<file path="src/rtl/i2cbm_pkg.sv">
package i2cbm_pkg;

  // Line conditions decoded from two consecutive synchronized samples
  typedef struct packed {
    logic start;     // data falls while clock stays high
    logic stop;      // data rises while clock stays high
    logic low_hold;  // data low while clock high (ack-like level)
  } bus_evt_t;

  localparam logic LINE_IDLE = 1'b1;

endpackage

</file>
<file path="src/rtl/i2cbm_sync.sv">
module i2cbm_sync #(
  parameter int   W       = 2,
  parameter int   STAGES  = 2,
  parameter logic RST_VAL = 1'b1
) (
  input  logic         clk,
  input  logic         rst,
  input  logic [W-1:0] d,
  output logic [W-1:0] q
);

  localparam int BITS = STAGES * W;

  generate
    if (STAGES == 1) begin : g_single
      always_ff @(posedge clk) begin
        if (rst) q <= {W{RST_VAL}};
        else     q <= d;
      end
    end else begin : g_chain
      logic [STAGES-1:0][W-1:0] pipe;
      always_ff @(posedge clk) begin
        if (rst) pipe <= {BITS{RST_VAL}};
        else     pipe <= {pipe[STAGES-2:0], d};
      end
      assign q = pipe[STAGES-1];
    end
  endgenerate

endmodule

</file>
<file path="src/rtl/i2cbm_cond_detect.sv">
module i2cbm_cond_detect
  import i2cbm_pkg::*;
(
  input  logic     clk,
  input  logic     rst,
  input  logic     scl_s,
  input  logic     sda_s,
  output bus_evt_t evt
);

  logic scl_p;
  logic sda_p;
  logic clk_steady_hi;

  always_ff @(posedge clk) begin
    if (rst) begin
      scl_p <= LINE_IDLE;
      sda_p <= LINE_IDLE;
    end else begin
      scl_p <= scl_s;
      sda_p <= sda_s;
    end
  end

  assign clk_steady_hi = scl_s & scl_p;

  always_comb begin
    evt.start    = clk_steady_hi &  sda_p & ~sda_s;
    evt.stop     = clk_steady_hi & ~sda_p &  sda_s;
    evt.low_hold = scl_s & ~sda_s;
  end

endmodule

</file>
<file path="src/rtl/i2cbm_state.sv">
module i2cbm_state
  import i2cbm_pkg::*;
(
  input  logic     clk,
  input  logic     rst,
  input  logic     enable,
  input  logic     scl_s,
  input  logic     sda_s,
  input  bus_evt_t evt,
  input  logic     bf_clear,
  output logic     bb,
  output logic     bf,
  output logic     bb_valid
);

  logic seed_now;
  logic seed_busy;

  assign seed_now  = enable & ~bb_valid;
  assign seed_busy = scl_s & ~sda_s;

  always_ff @(posedge clk) begin
    if (rst || !enable) begin
      bb       <= 1'b0;
      bf       <= 1'b0;
      bb_valid <= 1'b0;
    end else if (seed_now) begin
      bb       <= seed_busy;
      bf       <= 1'b0;
      bb_valid <= 1'b1;
    end else begin
      if (evt.stop) begin
        bb <= 1'b0;
        bf <= 1'b1;
      end else begin
        if (evt.start || evt.low_hold) bb <= 1'b1;
        if (bf_clear)                  bf <= 1'b0;
      end
    end
  end

endmodule

</file>
<file path="src/rtl/i2c_busy_monitor.sv">
module i2c_busy_monitor
  import i2cbm_pkg::*;
#(
  parameter int SYNC_STAGES = 2
) (
  input  logic clk,
  input  logic rst,
  input  logic enable,
  input  logic scl_in,
  input  logic sda_in,
  input  logic bf_clear,
  output logic bb,
  output logic bf,
  output logic bb_valid,
  output logic scl_sync,
  output logic sda_sync
);

  localparam int LINES = 2;

  logic [LINES-1:0] lines_q;
  bus_evt_t         evt;

  i2cbm_sync #(.W(LINES), .STAGES(SYNC_STAGES), .RST_VAL(LINE_IDLE)) u_sync (
    .clk (clk),
    .rst (rst),
    .d   ({scl_in, sda_in}),
    .q   (lines_q)
  );

  assign scl_sync = lines_q[1];
  assign sda_sync = lines_q[0];

  i2cbm_cond_detect u_cond (
    .clk   (clk),
    .rst   (rst),
    .scl_s (scl_sync),
    .sda_s (sda_sync),
    .evt   (evt)
  );

  i2cbm_state u_state (
    .clk      (clk),
    .rst      (rst),
    .enable   (enable),
    .scl_s    (scl_sync),
    .sda_s    (sda_sync),
    .evt      (evt),
    .bf_clear (bf_clear),
    .bb       (bb),
    .bf       (bf),
    .bb_valid (bb_valid)
  );

endmodule

</file>
<file path="config.mk">
export PLATFORM = sky130hd
export DESIGN_NAME = i2c_busy_monitor
export DESIGN_NICKNAME = d
export VERILOG_FILES = /design/src/rtl/i2cbm_pkg.sv /design/src/rtl/i2cbm_sync.sv /design/src/rtl/i2cbm_cond_detect.sv /design/src/rtl/i2cbm_state.sv /design/src/rtl/i2c_busy_monitor.sv
export SDC_FILE = /design/constraint.sdc
export NUM_CORES = 1
export LEC_CHECK = 0
export BUFFER_PORTS_ARGS = -buffer_cell sky130_fd_sc_hd__clkbuf_2
export CORE_AREA = 2 2 39 41
export CTS_BUF_LIST = sky130_fd_sc_hd__clkbuf_2 sky130_fd_sc_hd__clkbuf_4 sky130_fd_sc_hd__clkbuf_8
export DETAILED_ROUTE_END_ITERATION = 8
export DIE_AREA = 0 0 41 43
export SYNTH_ARGS = -nofsm -noshare
export SYNTH_HDL_FRONTEND = slang
export SYNTH_SLANG_ARGS = --single-unit
</file>
<file path="constraint.sdc">
create_clock -name clk -period 1.6 [get_ports clk]
set_clock_uncertainty 0.15 [all_clocks]
set_input_delay 0.08 -clock clk [delete_from_list [all_inputs] [get_ports clk]]
set_output_delay 0.08 -clock clk [all_outputs]
set_load 0.02 [all_outputs]
</file>
* Yosys cells after proc, flatten, opt, wreduce, memory -nomap -nowiden
Cells that the tools add are included.
** Storage, ports and cells
- Register bits after elaboration :: 9
- Input bits :: 6
- Word-level logic and storage cells :: 28
** Operators by class
- Multiplexer cells :: 5
- Bitwise logic cells :: 10
- Reduce and logical (&&, ||, !) cells :: 6
** Operators with widths (number)
- $and 1x1->1 :: 7
- $mux 1 :: 5
- $not 1->1 :: 3
- $reduce_bool 3->1 :: 1
- $logic_or 1x1->1 :: 2
- $reduce_bool 2->1 :: 1
- $reduce_or 2->1 :: 1
- $logic_not 1->1 :: 1

* Logic depth before layout (Yosys ltp)
- Depth in word-level cells :: 7
- Gate-level depth with buffers :: 3
- Mapped depth without buffers :: 3

* By module
A second synthesis with hierarchy kept.
** Second synthesis, totals
- Cells, all modules :: 27
- Area, all modules :: 320.3 µm²
** By module, submodules not included
- i2cbm_sync :: instances 1, cells an instance 10, area an instance 120.1 µm², seq. area each 80.1 µm²
- i2cbm_state :: instances 1, cells an instance 10, area an instance 118.9 µm², seq. area each 60.1 µm²
- i2cbm_cond_detect :: instances 1, cells an instance 7, area an instance 81.3 µm², seq. area each 40.0 µm²

* Worst setup path after synthesis
Ideal clock, no wire load.
- Path type :: register to register
- Start :: reg u_sync.g_chain.pipe (netlist bit u_sync.q[1])
- End :: reg u_state.bb
- Library setup time :: 0.118 ns
- Arrival :: 0.829 ns
- Data required time :: 1.332 ns
- Slack :: 0.503 ns
- Stages on the path, launching flop included :: 4
- Path through :: dfxtp_1 > nand4b_1 > a32oi_1 > nor2b_1
** Between the ends
- Word-level cells in the longest chain between the ends :: 5
** RTL lines
- from (decl) :: RTL line i2cbm_sync.sv:21 : logic [STAGES-1:0][W-1:0] pipe;
- from (signal assigned) :: RTL line i2cbm_sync.sv:23 : if (rst) pipe <= {BITS{RST_VAL}};
- from (signal assigned) :: RTL line i2cbm_sync.sv:24 : else pipe <= {pipe[STAGES-2:0], d};
- $and 1x1->1 :: RTL line i2cbm_cond_detect.sv:25 : assign clk_steady_hi = scl_s & scl_p;
- $and 1x1->1 (on tied branches) (2 in series) :: RTL line i2cbm_cond_detect.sv:29, i2cbm_cond_detect.sv:28
- $mux 1 or $logic_or 1x1->1 (tied branches) :: RTL line i2cbm_state.sv:32, i2cbm_state.sv:36
- $mux 1 or $reduce_bool 3->1 (tied branches)
- to (signal assigned) :: RTL line i2cbm_state.sv:28 : bb <= seed_busy;
- to (decl) :: RTL line i2cbm_state.sv:11 : output logic bb,
Several ways; a longest one is shown, not always the timed one.
A chain may end at the register's enable or synchronous reset.

* Worst setup path in the final report
- Start :: in sda_in
- End :: reg u_sync.g_chain.pipe[0] (netlist name)
** RTL lines
- from (decl) :: RTL line i2c_busy_monitor.sv:10 : input logic sda_in,
No word-level cell between the ends.

==> qor.csv <==
stage;metric;value;unit
critical_path;Critical Path AT;1.51;ns
synthesis;top_reg_cell synth;dfxtp_1;
cells_and_area;final net count;51;
clocking;H-Tree Depth;1;
global_route;initial antenna violation count;0;
critical_path;Critical Path RT;1.59;ns
timing;RSZ-0062 raised after global routing;no;
power_and_ir_drop;Sw Pwr;0.0953;mW
timing;Peak Freq;0.660;GHz
clocking;Max clock buf depth;2;
timing;Slew headroom;88.9;%
cells_and_area;post-route insts no fill;60;
timing;slew of the pin with the lowest slew margin;0.167;ns
synthesis;top post-synthesis cells by area;dfxtp_1 65%, or2_2 14%, a32oi_1 3.2%;
drt;# DRC;0;
outcome;run status;complete, no violations;
drt;TritonRoute pass-1 iters;1;
power_and_ir_drop;worst vdd ir;409;uV
critical_path;critical path class;input port to flip-flop;
place;Cells after DPL;50;
drt;vias after detailed routing;230;
die;number of primary I/O pins;11;
drt;Antenna Nets Post-Route;0;
drt;DR vias/cell;3.83;
global_route;grt ovf;0;
die;Initial Util;19.9;%
clocking;CTS Hold Bufs;6;
timing;count of final setup violators;0;
synthesis;post-synth top area cell;dfxtp_1;
synthesis;Post-synth top cells;9 x dfxtp_1, 6 x or2_2, 2 x inv_1;
die;die height;43;um
die;Die Footprint;0.00176;sq mm
timing;setup TNS;0;ns
synthesis;Distinct cells, synth;10;
critical_path;crit path from;sda_in;
power_and_ir_drop;internal power;0.368;mW
power_and_ir_drop;combinational fraction of design power;8.1;%
timing;Tmin final;1.51;ns
critical_path;crit path launch type;input port;
die;row cnt;14;
power_and_ir_drop;P_leak;0.196;nW
clocking;Clock transition at path regs;0.06;ns
synthesis;Synth Warn #;0;
synthesis;register area share after synthesis;65.5;%
timing;Fin. Hold Viols;0;
global_route;first-pass GRT wire length;786;um
place;gpl congestion;0.601;
place;PortBufs;10;
min_path;Hold Path Class;input port to flip-flop;
synthesis;count leader, synth;dfxtp_1;
power_and_ir_drop;register share of total power;50.8;%
timing;fin crit share;94.7;%
power_and_ir_drop;Switching Fraction;20.6;%
global_route;vias in the first global route;212;
die;Die X;41;um
cells_and_area;layout cells sized above 1;47.7;%
critical_path;critical path fanouts, max;1;
synthesis;Avg Inst Size Synth;11.5;sq um
critical_path;R2R Path Start;u_sync.q[0];
synthesis;Post-synth EDFFs;0;
die;core box area;0.00138;sq mm
clocking;TritonCTS clock tree;yes;
job;max-cap violations;0;
place;post-DP HPWL;354;um
cells_and_area;ANT cells;0;
drt;Iter 0 DRT Violations;0;
clocking;Post-CTS Resized;0;
power_and_ir_drop;PwrDens;1060;mW/mm^2
synthesis;syn nets;30;
clocking;clock latency on the worst-skew pair;0.25;ns
synthesis;Seq cells post-synth;9;
drt;Routed wire per std cell;8.15;um
synthesis;top cell type's share of synthesized area;65.5;%
global_route;largest net degree at the start of global routing;6;
synthesis;asr flop ratio synth;0;%
power_and_ir_drop;Clk pwr share;41.1;%
cells_and_area;area delta synth->final;58.2;%
synthesis;cells after synthesis;24;
clocking;post-CTS setup buffers;0;
timing;Max Slew Vio Count;0;
drt;drt total wl;489;um
global_route;GRT Util Overall;6.98;%
clocking;clk root buf;clkbuf_4;
min_path;min-delay src;bf_clear;
critical_path;crit end category;flip-flop;
synthesis;Synth Cell Area;275;sq um
clocking;CTS Buf Count;3;
clocking;Num Clock Sinks;9;
## cells in the final DEF (no fill, tap or decap)
cell and n:
a32oi_1 1, and3_1 1, clkbuf_2 10, clkbuf_4 4, dfxtp_1 9, dlygate4sd3_1 6, inv_1 2, nand2b_1 1
nand4b_1 1, nor2b_1 1, nor2b_2 1, o21ai_0 1, or2_2 6
## logic make-up after synthesis
kind of cell / count (synthesis) / synth area share, %
and+or+nand+nor: 11 / 26.8
buffers and inverters: 2 / 2.73
AOI/OAI and AO/OA: 2 / 5.00
DFF: 9 / 65.5
## worst max-delay path, cell delays in order
cell and delay (ns):
dlygate4sd3_1 0.53, clkbuf_2 0.10, or2_2 0.25, dlygate4sd3_1 0.55
## registers in the layout, indices dropped and copies added, names as in the netlist
signal	cells
u_sync.g_chain.pipe	2
u_state.bb	1
u_cond.scl_p	1
u_sync.q	2
u_state.bf	1
u_cond.sda_p	1
u_state.bb_valid	1
## through the flow
stage          util [%]  power [mW]  setup WS, ns  cell area [sq um]  hold slack [ns]
3_5_place_dp       25.0       0.268         0.540                345            0.116
2_1_floorplan         -       0.254         0.503                275          0.00428
3_3_place_gp       25.0       0.267         0.586                345            0.112
5_1_grt            31.5       0.493        0.0639                435           0.0112
6_report           31.5       0.463        0.0852                435           0.0118
4_1_cts            31.5       0.470        0.0943                435          0.00676
## power groups by stage
stage / Clock [mW] / Sequential [mW] / Combinational (mW)
after global routing: 0.215 / 0.236 / 0.0410
after CTS: 0.197 / 0.236 / 0.0381
after global placement: 0 / 0.240 / 0.0266
after detailed placement: 0 / 0.241 / 0.0270
after floorplan: 0 / 0.245 / 0.00944
final: 0.190 / 0.236 / 0.0377
## final timing paths
check	endpoint	slack, ns	cells after the start
max	u_sync.g_chain.pipe[0]	0.09	4
min	u_state.bf	0.01	3
max reg2reg	u_state.bb	0.55	3
min reg2reg	u_sync.q[1]	0.26	1
## area by class of cell
cell class | count | area, sq um
timing repair buffer | 16 | 110
clock buffer | 4 | 30.0
sequential | 9 | 180
multi-input combinational | 13 | 87.6
tap | 16 | 20.0
fill | 158 | 948
inverter | 2 | 7.51
## metal layers
metal  part of all wire, %  track usage [%]
met1                    40             7.92
met2                    54             9.38
met3                   5.5             3.14
met4                     0             6.00
met5                     0                0
(Power assumes the default switching activity.)
